### src/rtl/rtc_pkg.sv
package rtc_pkg;

  typedef struct packed {
    logic [6:0] sec;
    logic [6:0] min;
    logic [5:0] hour;
    logic [2:0] dow;
    logic [5:0] date;
    logic [4:0] mon;
    logic [7:0] year;
  } rtc_time_t;

  typedef enum logic [2:0] {
    REG_CTRL = 3'd0,
    REG_SEC  = 3'd1,
    REG_MIN  = 3'd2,
    REG_HOUR = 3'd3,
    REG_DOW  = 3'd4,
    REG_DATE = 3'd5,
    REG_MON  = 3'd6,
    REG_YEAR = 3'd7
  } rtc_reg_e;

  localparam rtc_time_t TIME_RST = '{sec: 7'h00, min: 7'h00, hour: 6'h00, dow: 3'd1,
                                     date: 6'h01, mon: 5'h01, year: 8'h00};

  // units digit wraps 9 -> 0 with carry into tens
  function automatic logic [7:0] bcd_inc(input logic [7:0] v);
    if (v[3:0] >= 4'h9) return {v[7:4] + 4'h1, 4'h0};
    return v + 8'h01;
  endfunction

  // divisible by 4 in BCD: tens even -> units 0/4/8, tens odd -> units 2/6
  function automatic logic leap_year(input logic [7:0] y);
    if (y[4]) return (y[3:0] == 4'h2) || (y[3:0] == 4'h6);
    return (y[3:0] == 4'h0) || (y[3:0] == 4'h4) || (y[3:0] == 4'h8);
  endfunction

  function automatic logic [5:0] month_last(input logic [4:0] m, input logic [7:0] y);
    case (m)
      5'h02:                      return leap_year(y) ? 6'h29 : 6'h28;
      5'h04, 5'h06, 5'h09, 5'h11: return 6'h30;
      default:                    return 6'h31;
    endcase
  endfunction

endpackage

### src/rtl/rtc_prescaler.sv
module rtc_prescaler #(
  parameter int unsigned TICKS = 4
) (
  input  logic clk_i,
  input  logic rst_ni,
  input  logic tick_i,
  input  logic run_i,
  input  logic clear_i,
  output logic sec_o
);

  localparam int unsigned CW = (TICKS > 1) ? $clog2(TICKS) : 1;

  generate
    if (TICKS <= 1) begin : g_direct
      assign sec_o = tick_i && run_i && !clear_i;
    end else begin : g_count
      localparam logic [CW-1:0] LAST = CW'(TICKS - 1);
      logic [CW-1:0] cnt_q;

      always_ff @(posedge clk_i or negedge rst_ni) begin
        if (!rst_ni)               cnt_q <= '0;
        else if (clear_i)          cnt_q <= '0;
        else if (tick_i && run_i)  cnt_q <= (cnt_q == LAST) ? '0 : cnt_q + CW'(1);
      end

      assign sec_o = tick_i && run_i && !clear_i && (cnt_q == LAST);

      AST_PRESC_RANGE: assert property (@(posedge clk_i) disable iff (!rst_ni)
        cnt_q <= LAST);
      AST_PRESC_CLEAR: assert property (@(posedge clk_i) disable iff (!rst_ni)
        clear_i |=> cnt_q == '0);
    end
  endgenerate

endmodule

### src/rtl/rtc_counters.sv
module rtc_counters
  import rtc_pkg::*;
(
  input  logic      clk_i,
  input  logic      rst_ni,
  input  logic      adv_i,
  input  logic      load_i,
  input  rtc_time_t load_val_i,
  output rtc_time_t time_o
);

  rtc_time_t  cur_q, nxt;
  logic       c_min, c_hour, c_day, c_mon, c_year;
  logic [5:0] last_day;

  always_comb begin
    last_day = month_last(cur_q.mon, cur_q.year);
    c_min    = adv_i  && (cur_q.sec  >= 7'h59);
    c_hour   = c_min  && (cur_q.min  >= 7'h59);
    c_day    = c_hour && (cur_q.hour >= 6'h23);
    c_mon    = c_day  && (cur_q.date >= last_day);
    c_year   = c_mon  && (cur_q.mon  >= 5'h12);

    nxt = cur_q;
    if (adv_i)  nxt.sec  = c_min  ? 7'h00 : 7'(bcd_inc({1'b0, cur_q.sec}));
    if (c_min)  nxt.min  = c_hour ? 7'h00 : 7'(bcd_inc({1'b0, cur_q.min}));
    if (c_hour) nxt.hour = c_day  ? 6'h00 : 6'(bcd_inc({2'b00, cur_q.hour}));
    if (c_day) begin
      nxt.dow  = (cur_q.dow >= 3'd7) ? 3'd1 : cur_q.dow + 3'd1;
      nxt.date = c_mon ? 6'h01 : 6'(bcd_inc({2'b00, cur_q.date}));
    end
    if (c_mon)  nxt.mon  = c_year ? 5'h01 : 5'(bcd_inc({3'b000, cur_q.mon}));
    if (c_year) nxt.year = (cur_q.year >= 8'h99) ? 8'h00 : bcd_inc(cur_q.year);
  end

  always_ff @(posedge clk_i or negedge rst_ni) begin
    if (!rst_ni)     cur_q <= TIME_RST;
    else if (load_i) cur_q <= load_val_i;
    else             cur_q <= nxt;
  end

  assign time_o = cur_q;

  AST_LOAD_TAKES: assert property (@(posedge clk_i) disable iff (!rst_ni)
    load_i |=> time_o == $past(load_val_i));
  AST_SEC_WRAP: assert property (@(posedge clk_i) disable iff (!rst_ni)
    adv_i && !load_i && cur_q.sec == 7'h59 |=> cur_q.sec == 7'h00);
  AST_IDLE_HOLD: assert property (@(posedge clk_i) disable iff (!rst_ni)
    !adv_i && !load_i |=> $stable(cur_q));
  AST_YEAR_WRAP: assert property (@(posedge clk_i) disable iff (!rst_ni)
    c_year && !load_i && cur_q.year == 8'h99 |=> cur_q.year == 8'h00 && cur_q.mon == 5'h01);

endmodule

### src/rtl/rtc_host_if.sv
module rtc_host_if
  import rtc_pkg::*;
#(
  parameter int unsigned ADDR_W = 11
) (
  input  logic              clk_i,
  input  logic              rst_ni,
  input  logic [ADDR_W-1:0] addr_i,
  input  logic              we_i,
  input  logic [7:0]        wdata_i,
  input  rtc_time_t         live_i,
  output logic [7:0]        rdata_o,
  output rtc_time_t         stage_o,
  output logic              load_o,
  output logic              stop_o
);

  logic      in_win, wr_hit, ctrl_wr;
  logic      w_rise, w_fall, r_rise;
  rtc_reg_e  idx;
  logic      wr_q, rd_q, stop_q, kick_q, ftest_q;
  logic [5:0] cal_q;
  rtc_time_t stage_q, snap_q, view;

  assign in_win  = &addr_i[ADDR_W-1:3];
  assign idx     = rtc_reg_e'(addr_i[2:0]);
  assign wr_hit  = we_i && in_win;
  assign ctrl_wr = wr_hit && (idx == REG_CTRL);
  assign w_rise  = ctrl_wr &&  wdata_i[7] && !wr_q;
  assign w_fall  = ctrl_wr && !wdata_i[7] &&  wr_q;
  assign r_rise  = ctrl_wr &&  wdata_i[6] && !rd_q;

  always_ff @(posedge clk_i or negedge rst_ni) begin
    if (!rst_ni) begin
      wr_q    <= 1'b0;
      rd_q    <= 1'b0;
      cal_q   <= '0;
      stop_q  <= 1'b0;
      kick_q  <= 1'b0;
      ftest_q <= 1'b0;
    end else if (wr_hit) begin
      case (idx)
        REG_CTRL: begin
          wr_q  <= wdata_i[7];
          rd_q  <= wdata_i[6];
          cal_q <= wdata_i[5:0];
        end
        REG_SEC:  stop_q  <= wdata_i[7];
        REG_HOUR: kick_q  <= wdata_i[7];
        REG_DOW:  ftest_q <= wdata_i[6];
        default:  ;
      endcase
    end
  end

  // staging: refreshed from live when load bit opens, then patched by writes
  always_ff @(posedge clk_i or negedge rst_ni) begin
    if (!rst_ni) begin
      stage_q <= TIME_RST;
    end else if (w_rise) begin
      stage_q <= live_i;
    end else if (wr_hit) begin
      case (idx)
        REG_SEC:  stage_q.sec  <= wdata_i[6:0];
        REG_MIN:  stage_q.min  <= wdata_i[6:0];
        REG_HOUR: stage_q.hour <= wdata_i[5:0];
        REG_DOW:  stage_q.dow  <= wdata_i[2:0];
        REG_DATE: stage_q.date <= wdata_i[5:0];
        REG_MON:  stage_q.mon  <= wdata_i[4:0];
        REG_YEAR: stage_q.year <= wdata_i;
        default:  ;
      endcase
    end
  end

  always_ff @(posedge clk_i or negedge rst_ni) begin
    if (!rst_ni)     snap_q <= TIME_RST;
    else if (r_rise) snap_q <= live_i;
  end

  assign view = rd_q ? snap_q : live_i;

  always_comb begin
    rdata_o = 8'h00;
    if (in_win) begin
      case (idx)
        REG_CTRL: rdata_o = {wr_q, rd_q, cal_q};
        REG_SEC:  rdata_o = {stop_q, view.sec};
        REG_MIN:  rdata_o = {1'b0, view.min};
        REG_HOUR: rdata_o = {kick_q, 1'b0, view.hour};
        REG_DOW:  rdata_o = {1'b0, ftest_q, 3'b000, view.dow};
        REG_DATE: rdata_o = {2'b00, view.date};
        REG_MON:  rdata_o = {3'b000, view.mon};
        REG_YEAR: rdata_o = view.year;
        default:  rdata_o = 8'h00;
      endcase
    end
  end

  assign stage_o = stage_q;
  assign load_o  = w_fall;
  assign stop_o  = stop_q;

  AST_SNAP_HOLD: assert property (@(posedge clk_i) disable iff (!rst_ni)
    rd_q |=> $stable(snap_q));
  AST_STAGE_FILL: assert property (@(posedge clk_i) disable iff (!rst_ni)
    w_rise |=> stage_q == $past(live_i));
  AST_WIN_IGNORE: assert property (@(posedge clk_i) disable iff (!rst_ni)
    we_i && !in_win |=> $stable(stage_q) && $stable(cal_q) && $stable(stop_q));

endmodule

### src/rtl/rtc_regfile.sv
module rtc_regfile
  import rtc_pkg::*;
#(
  parameter int unsigned ADDR_W        = 11,
  parameter int unsigned TICKS_PER_SEC = 4
) (
  input  logic              clk_i,
  input  logic              rst_ni,
  input  logic              tick_i,
  input  logic [ADDR_W-1:0] addr_i,
  input  logic              we_i,
  input  logic [7:0]        wdata_i,
  output logic [7:0]        rdata_o
);

  rtc_time_t live, stage;
  logic      load, stop, sec_pulse;

  rtc_prescaler #(.TICKS(TICKS_PER_SEC)) u_presc (
    .clk_i   (clk_i),
    .rst_ni  (rst_ni),
    .tick_i  (tick_i),
    .run_i   (!stop),
    .clear_i (load),
    .sec_o   (sec_pulse)
  );

  rtc_counters u_cnt (
    .clk_i      (clk_i),
    .rst_ni     (rst_ni),
    .adv_i      (sec_pulse),
    .load_i     (load),
    .load_val_i (stage),
    .time_o     (live)
  );

  rtc_host_if #(.ADDR_W(ADDR_W)) u_host (
    .clk_i   (clk_i),
    .rst_ni  (rst_ni),
    .addr_i  (addr_i),
    .we_i    (we_i),
    .wdata_i (wdata_i),
    .live_i  (live),
    .rdata_o (rdata_o),
    .stage_o (stage),
    .load_o  (load),
    .stop_o  (stop)
  );

  AST_STOP_HOLD: assert property (@(posedge clk_i) disable iff (!rst_ni)
    stop && !load |=> $stable(live));

endmodule

### config.mk
export PLATFORM = sky130hd
export DESIGN_NAME = rtc_regfile
export DESIGN_NICKNAME = d
export VERILOG_FILES = /design/src/rtl/rtc_pkg.sv /design/src/rtl/rtc_prescaler.sv /design/src/rtl/rtc_counters.sv /design/src/rtl/rtc_host_if.sv /design/src/rtl/rtc_regfile.sv
export SDC_FILE = /design/constraint.sdc
export NUM_CORES = 1
export LEC_CHECK = 0
export BUFFER_PORTS_ARGS = -buffer_cell sky130_fd_sc_hd__buf_2
export CORE_MARGIN = 5
export CORE_UTILIZATION = 40
export DETAILED_ROUTE_END_ITERATION = 6
export HOLD_SLACK_MARGIN = 0.12
export PLACE_DENSITY = 0.55
export SLEW_MARGIN = 0
export SYNTH_ARGS = -nofsm -noshare
export SYNTH_HDL_FRONTEND = slang
export SYNTH_SLANG_ARGS = --single-unit
### constraint.sdc
create_clock -name clk_i -period 3.98 [get_ports clk_i]
set_input_delay 0.398 -clock clk_i [delete_from_list [all_inputs] [get_ports clk_i]]
set_output_delay 0.398 -clock clk_i [all_outputs]
set_load 0.1 [all_outputs]
==> impl_metrics.json, run 1 <==
{
  "antenna_found_initial": 0,
  "ir_worst_vdd_v": 0.000304,
  "placementRows": 52,
  "maxSlewViolCount": 0,
  "clock_tree.root_cell": "clkbuf_16",
  "synth_edf_count": 0,
  "pwr_density_cell_nw_per_um2": 359,
  "worstSetupPathType": "register to output port",
  "reg2reg_depth": 11,
  "start_util": 0.406,
  "drtIter0Drc": 551,
  "rr_endpoint": "u_cnt.time_o[1]",
  "timing.final.ws_setup_ns": 0.638,
  "netlist_area_sq_um": 8190,
  "start_kind": "register",
  "cts_sinks": 139,
  "port_buffers": 30,
  "grt_pass1_vias": 6516,
  "synthArstFlopShare": 1.00,
  "vias": 6654,
  "hold_violations": 0,
  "grt_pass1_wl_um": 39200,
  "nNetsFinal": 908,
  "ys_seq_elements": 139,
  "post-route-util": 0.456,
  "drv_cap": 0,
  "clockBufferDepth": 2,
  "dp_hpwl_um": 16800,
  "routed_wl_um": 24700,
  "worstPathArrival_ns": 2.94,
  "route.detailed.drc": 0,
  "power_w": 0.00330,
  "clk_latency_ns": 0.44,
  "fin_skew_ns": 0.0102,
  "die_y_um": 153,
  "synth_fp_nets": 902,
  "multiInputGateArea_sq_um": 4340,
  "r2r_slack_ns": 0.97,
  "rsz0062_at_grt": "false",
  "post-place-ws_ns": 0.992,
  "post_cts_buffers": 0,
  "path_clk_slew_ns": 0.06,
  "fin_crit_sh": 0.840,
  "synth_cells": 844,
  "critical_path_required_ns": 3.58,
  "drtAntennaViolNets": 0,
  "core-area_sq_um": 20200,
  "avgRoutedWirePerCell_um": 21.8,
  "gp_congestion": 0.891,
  "yosysSeqAreaShare": 0.426,
  "hold_path_class": "primary input to register",
  "rr_startpoint": "u_cnt.time_o[8]",
  "startpoint": "u_host.rd_q",
  "synth-main-ff-cell": "dfrtp_1",
  "syn_avg_cell_area_sq_um": 9.71,
  "fillers": 1970,
  "grt_max_degree": 93,
  "worstMarginPinSlew_ns": 1.21,
  "die_area_sq_um": 23400,
  "worstSetupEndpoint": "rdata_o[2]",
  "grtUsageTotal": 0.214,
  "fin_setup_tns_ns": 0,
  "pin_count": 31,
  "cts_buffers": 17,
  "cts_resized": 0,
  "status": "finished clean",
  "area_growth_pct": 12.4,
  "relSlewSlack": 0.191,
  "cts_hold_buf": 1,
  "cts_tree": "built",
  "seqCellArea_sq_um": 3490,
  "drive_gt1_frac": 0.147,
  "grt_overflow": 0,
  "via_per_inst": 5.87,
  "antenna_cells": 0,
  "end_kind": "output port",
  "yosysUniqueCellTypes": 81,
  "clock.fmax_mhz": 299,
  "setup_violations": 0,
  "htreeDepth": 4,
  "leakagePower_nw": 4.00,
  "synth_warnings": 0,
  "die_w_um": 153,
  "fin_crit_ns": 3.34,
  "cp_max_fo": 32,
  "firstDrtPassIters": 5
}
-- cells in the mapped netlist (5+ instances only) --
master	number	area share
a31oi_1	12	0.0092
nand3_1	19	0.012
o21ai_0	71	0.043
nor3_1	17	0.010
ha_1	35	0.053
a22oi_1	5	0.0046
a21o_1	6	0.0055
o211ai_1	7	0.0064
nand2_1	103	0.047
a221o_1	11	0.013
and4_1	5	0.0053
mux2_1	18	0.025
mux2_2	8	0.011
o22ai_1	30	0.023
inv_1	31	0.014
a21oi_1	26	0.016
mux2i_1	58	0.071
dfrtp_1	130	0.40
buf_2	19	0.012
nor2_1	47	0.022
dfstp_2	9	0.029
a2bb2oi_1	19	0.020
and2_1	5	0.0038
a221oi_1	6	0.0064
or3b_2	5	0.0053
a2111oi_0	5	0.0053
clkbuf_1	32	0.015
-- final cells by class --
cell class	count	share of cell area
clock buffers	21	0.0511
well taps	270	0.0367
flip-flops and latches	139	0.379
repair buffers	45	0.0309
inverters	31	0.0126
multi-input cells	616	0.471
clock inverters	11	0.0181
-- where the power goes --
group / total [W] / switching, W / internal (W)
combinational: 0.000132 / 0.0000945 / 0.0000377
sequential: 0.00143 / 0.0000108 / 0.00142
clock: 0.00173 / 0.000638 / 0.00110
total: 0.00330 / 0.000743 / 0.00256
-- through the flow --
stage	hold WS (ns)	cells	cell area [sq um]
finish	0.300	1133	9210
global placement	0.459	1100	8560
CTS	0.287	1133	9210
floorplan	0.102	844	8190
global route	0.320	1133	9210
detailed placement	0.468	1100	8560
-- registers in the layout (all words and copies together) (netlist names) --
register               count
u_host.stage_o            42
u_host.cal_q               6
u_host.ftest_q             1
u_host.rd_q                1
u_host.kick_q              1
u_cnt.time_o              42
u_presc.g_count.cnt_q      2
u_host.stop_o              1
u_host.wr_q                1
u_host.snap_q             42
-- worst min path at each step --
| stage | startpoint | end | slack (ns) | depth (start not counted) |
|---|---|---|---|---|
| global route | wdata_i[7] | u_host.stop_o | 0.32 | 3 |
| floorplan | rst_ni | u_cnt.time_o[0] | 0.10 | 0 |
| finish | wdata_i[6] | u_host.rd_q | 0.30 | 3 |
| CTS | wdata_i[6] | u_host.rd_q | 0.29 | 3 |
| global placement | u_host.snap_q[12] | u_host.snap_q[12] | 0.46 | 2 |
| detailed placement | u_host.cal_q[1] | u_host.cal_q[1] | 0.47 | 2 |
-- cells in the final DEF (no fill, tap or decap), types with 4 or more instances in the layout --
cell type  Yosys  layout
nor4_1         4       4
a21o_1         6       6
a221oi_1       6       6
nand3_1       19      19
o21ai_1        4       4
a21oi_1       26      26
or3b_2         5       5
mux2_1        18      18
a2bb2oi_1     19      19
buf_4          0      13
mux2_2         8       8
mux2i_1       58      58
nand4b_1       4       4
and2_1         5       5
dfstp_2        9       9
inv_1         31      31
dfrtp_1      130     129
bufinv_16      0       4
buf_2         19      29
nand3b_1       4       4
o31a_1         4       4
and4_1         5       5
nor2_1        47      47
a221o_1       11      11
clkbuf_16      0      17
o211ai_1       7       7
a2111oi_0      5       5
o21ai_0       71      71
a31oi_1       12      12
nor3_1        17      16
nand2_1      103     103
ha_1          35      35
o22ai_1       30      30
a22oi_1        5       5
nand4_1        4       4
-- metal layers --
layer / wire length [um] / share of wire / global-route usage
met3: 1340 / 0.054 / 0.0500
met4: 280 / 0.011 / 0.0479
met1: 11700 / 0.47 / 0.309
met5: 0 / 0 / 0
met2: 11400 / 0.46 / 0.328
-- cell families after synthesis --
group,share of synthesized area
compound gates,0.199
xor+xnor,0.00428
simple gates,0.157
buf+inv,0.0464
flops,0.426
mux,0.114
fa+ha+maj,0.0535
-- critical path, stage by stage (launching register included) --
cell and delay, ns:
dfrtp_2 0.90, buf_4 0.32, mux2i_1 0.24, nor2_1 0.06
a2111oi_0 0.42, a21oi_1 0.20, buf_2 0.33
No activity file was read; power rests on OpenSTA's default activity.
==> run 2, diff against run 1 <==
==> constraint.sdc (replaced) <==
create_clock -name clk_i -period 3.2 [get_ports clk_i]
set_input_delay 0.32 -clock clk_i [delete_from_list [all_inputs] [get_ports clk_i]]
set_output_delay 0.32 -clock clk_i [all_outputs]
set_load 0.1 [all_outputs]
==> run 2 against run 1 <==
Effect of this change:
- wire length up 1.1%
- die area unchanged
- critical path depth unchanged
- largest power group unchanged
- highest routed layer unchanged
==> impl_metrics.json, run 2 (synthesized netlist as in run 1, its figures left out) <==
{
  "drv_cap": 0,
  "setup_violations": 0,
  "antenna_found_initial": 0,
  "holdWs_ns": 0.224,
  "grt_pass1_wl_um": 39800,
  "vias": 6732,
  "ir_worst_vdd_v": 0.000380,
  "fillers": 1928,
  "fin_setup_tns_ns": 0,
  "core-area_sq_um": 20200,
  "seqCellArea_sq_um": 3490,
  "final_common_cell": "dfrtp_1",
  "worstSetupEndpoint": "rdata_o[2]",
  "clockBufferDepth": 2,
  "clock.fmax_mhz": 331,
  "routed_wl_um": 25000,
  "firstDrtPassIters": 5,
  "final_cells": 1156,
  "die_y_um": 153,
  "nNetsFinal": 931,
  "grt_overflow": 0,
  "path_clk_slew_ns": 0.06,
  "worstMarginPinSlew_ns": 0.713,
  "hold_path_class": "primary input to register",
  "startpoint": "u_host.rd_q",
  "worstSetupPathType": "register to output port",
  "die_area_sq_um": 23400,
  "pwr_density_cell_nw_per_um2": 419,
  "layout_common_cells": "129 x dfrtp_1, 103 x nand2_1, 71 x o21ai_0",
  "gp_congestion": 0.876,
  "antenna_cells": 0,
  "cts_buffers": 17,
  "end_kind": "output port",
  "avgRoutedWirePerCell_um": 21.6,
  "port_buffers": 30,
  "rsz0062_at_grt": "false",
  "grtUsageTotal": 0.217,
  "worstPathArrival_ns": 2.70,
  "r2r_slack_ns": 0.22,
  "hold_violations": 0,
  "leakagePower_nw": 4.10,
  "rr_endpoint": "u_cnt.time_o[1]",
  "dp.cells": 1122,
  "drtIter0Drc": 476,
  "critical_path_required_ns": 2.88,
  "maxSlewViolCount": 0,
  "cp_max_fo": 20,
  "fin_skew_ns": 0.0108,
  "grt_max_degree": 64,
  "cts_tree": "built",
  "drtAntennaViolNets": 0,
  "fin_crit_ns": 3.02,
  "start_util": 0.406,
  "relSlewSlack": 0.523,
  "cts_sinks": 139,
  "clk_latency_ns": 0.44,
  "reg2reg_depth": 11,
  "dp_hpwl_um": 17200,
  "route.detailed.drc": 0,
  "start_kind": "register",
  "multiInputGateArea_sq_um": 4360,
  "area_growth_pct": 14.7,
  "clock_tree.root_cell": "clkbuf_16",
  "placementRows": 52,
  "die_w_um": 153,
  "fin_crit_sh": 0.944,
  "rr_startpoint": "u_cnt.time_o[8]",
  "drive_gt1_frac": 0.174,
  "pin_count": 31,
  "status": "finished clean",
  "htreeDepth": 4,
  "via_per_inst": 5.82,
  "grt_pass1_vias": 6663
}
-- run 2: cell types whose count changed in the layout (fill, tap and decap cells not counted), sizes merged --
| cell | change |
|---|---|
| clkinv | +2 |
| clkbuf | -1 |
| clkinvlp | +1 |
| bufinv | -2 |
| buf | +23 |
-- run 2: critical path, stage by stage, from the launching register on --
cell and delay [ns]:
dfrtp_4 0.64, buf_4 0.31, mux2i_1 0.23, nor2_1 0.07
a2111oi_0 0.47, a21oi_1 0.29, buf_12 0.24
-- run 2: area by class of cell --
cell class,count,area share
clock inverter,12,0.0132
sequential,139,0.372
clock buffer,20,0.0486
multi-input combinational,616,0.463
tap,270,0.0359
timing repair buffer,68,0.0547
inverter,31,0.0124
-- run 2: repair_timing --
item / in CTS / in global routing
endpoints found under the setup margin: 0 / 9
hold endpoints to repair: 52 / 0
setup buffers: 0 / 1
hold buffers: 1 / 0
gates resized for setup: 0 / 2
-- run 2: through the flow --
stage                     setup WS (ns)  power [W]  instance area (sq um)  utilization
final                             0.179    0.00394                   9400        0.466
after global routing            0.00863    0.00406                   9400        0.466
after CTS                        0.0813    0.00396                   9390        0.465
after detailed placement          0.204    0.00199                   8800        0.436
after global placement            0.246    0.00199                   8800        0.436
after floorplan                   0.170    0.00188                   8210            -
-- run 2: power breakdown --
group	leakage [nW]	internal [W]	switching (W)	total, W
logic	1.99	0.0000502	0.000122	0.000172
clock network	0.278	0.00118	0.000805	0.00198
registers	1.84	0.00177	0.0000119	0.00178
-- run 2: worst min-delay path by stage --
stage	depth (start not counted)	endpoint	start	slack [ns]
finish	3	u_host.rd_q	wdata_i[6]	0.22
global route	3	u_host.rd_q	wdata_i[6]	0.25
CTS	3	u_host.rd_q	wdata_i[6]	0.21
detailed placement	1	u_host.stage_o[29]	rst_ni	0.35
global placement	1	u_host.stage_o[29]	rst_ni	0.35
floorplan	0	u_cnt.time_o[0]	rst_ni	0.02
-- run 2: layer usage --
metal / vias up / wire length, um / global-route usage
met5: - / 0 / 0
met4: 0 / 444 / 0.0619
met3: 28 / 1140 / 0.0339
met2: 188 / 11200 / 0.335
met1: 3345 / 12200 / 0.317
li1: 3171 / - / -
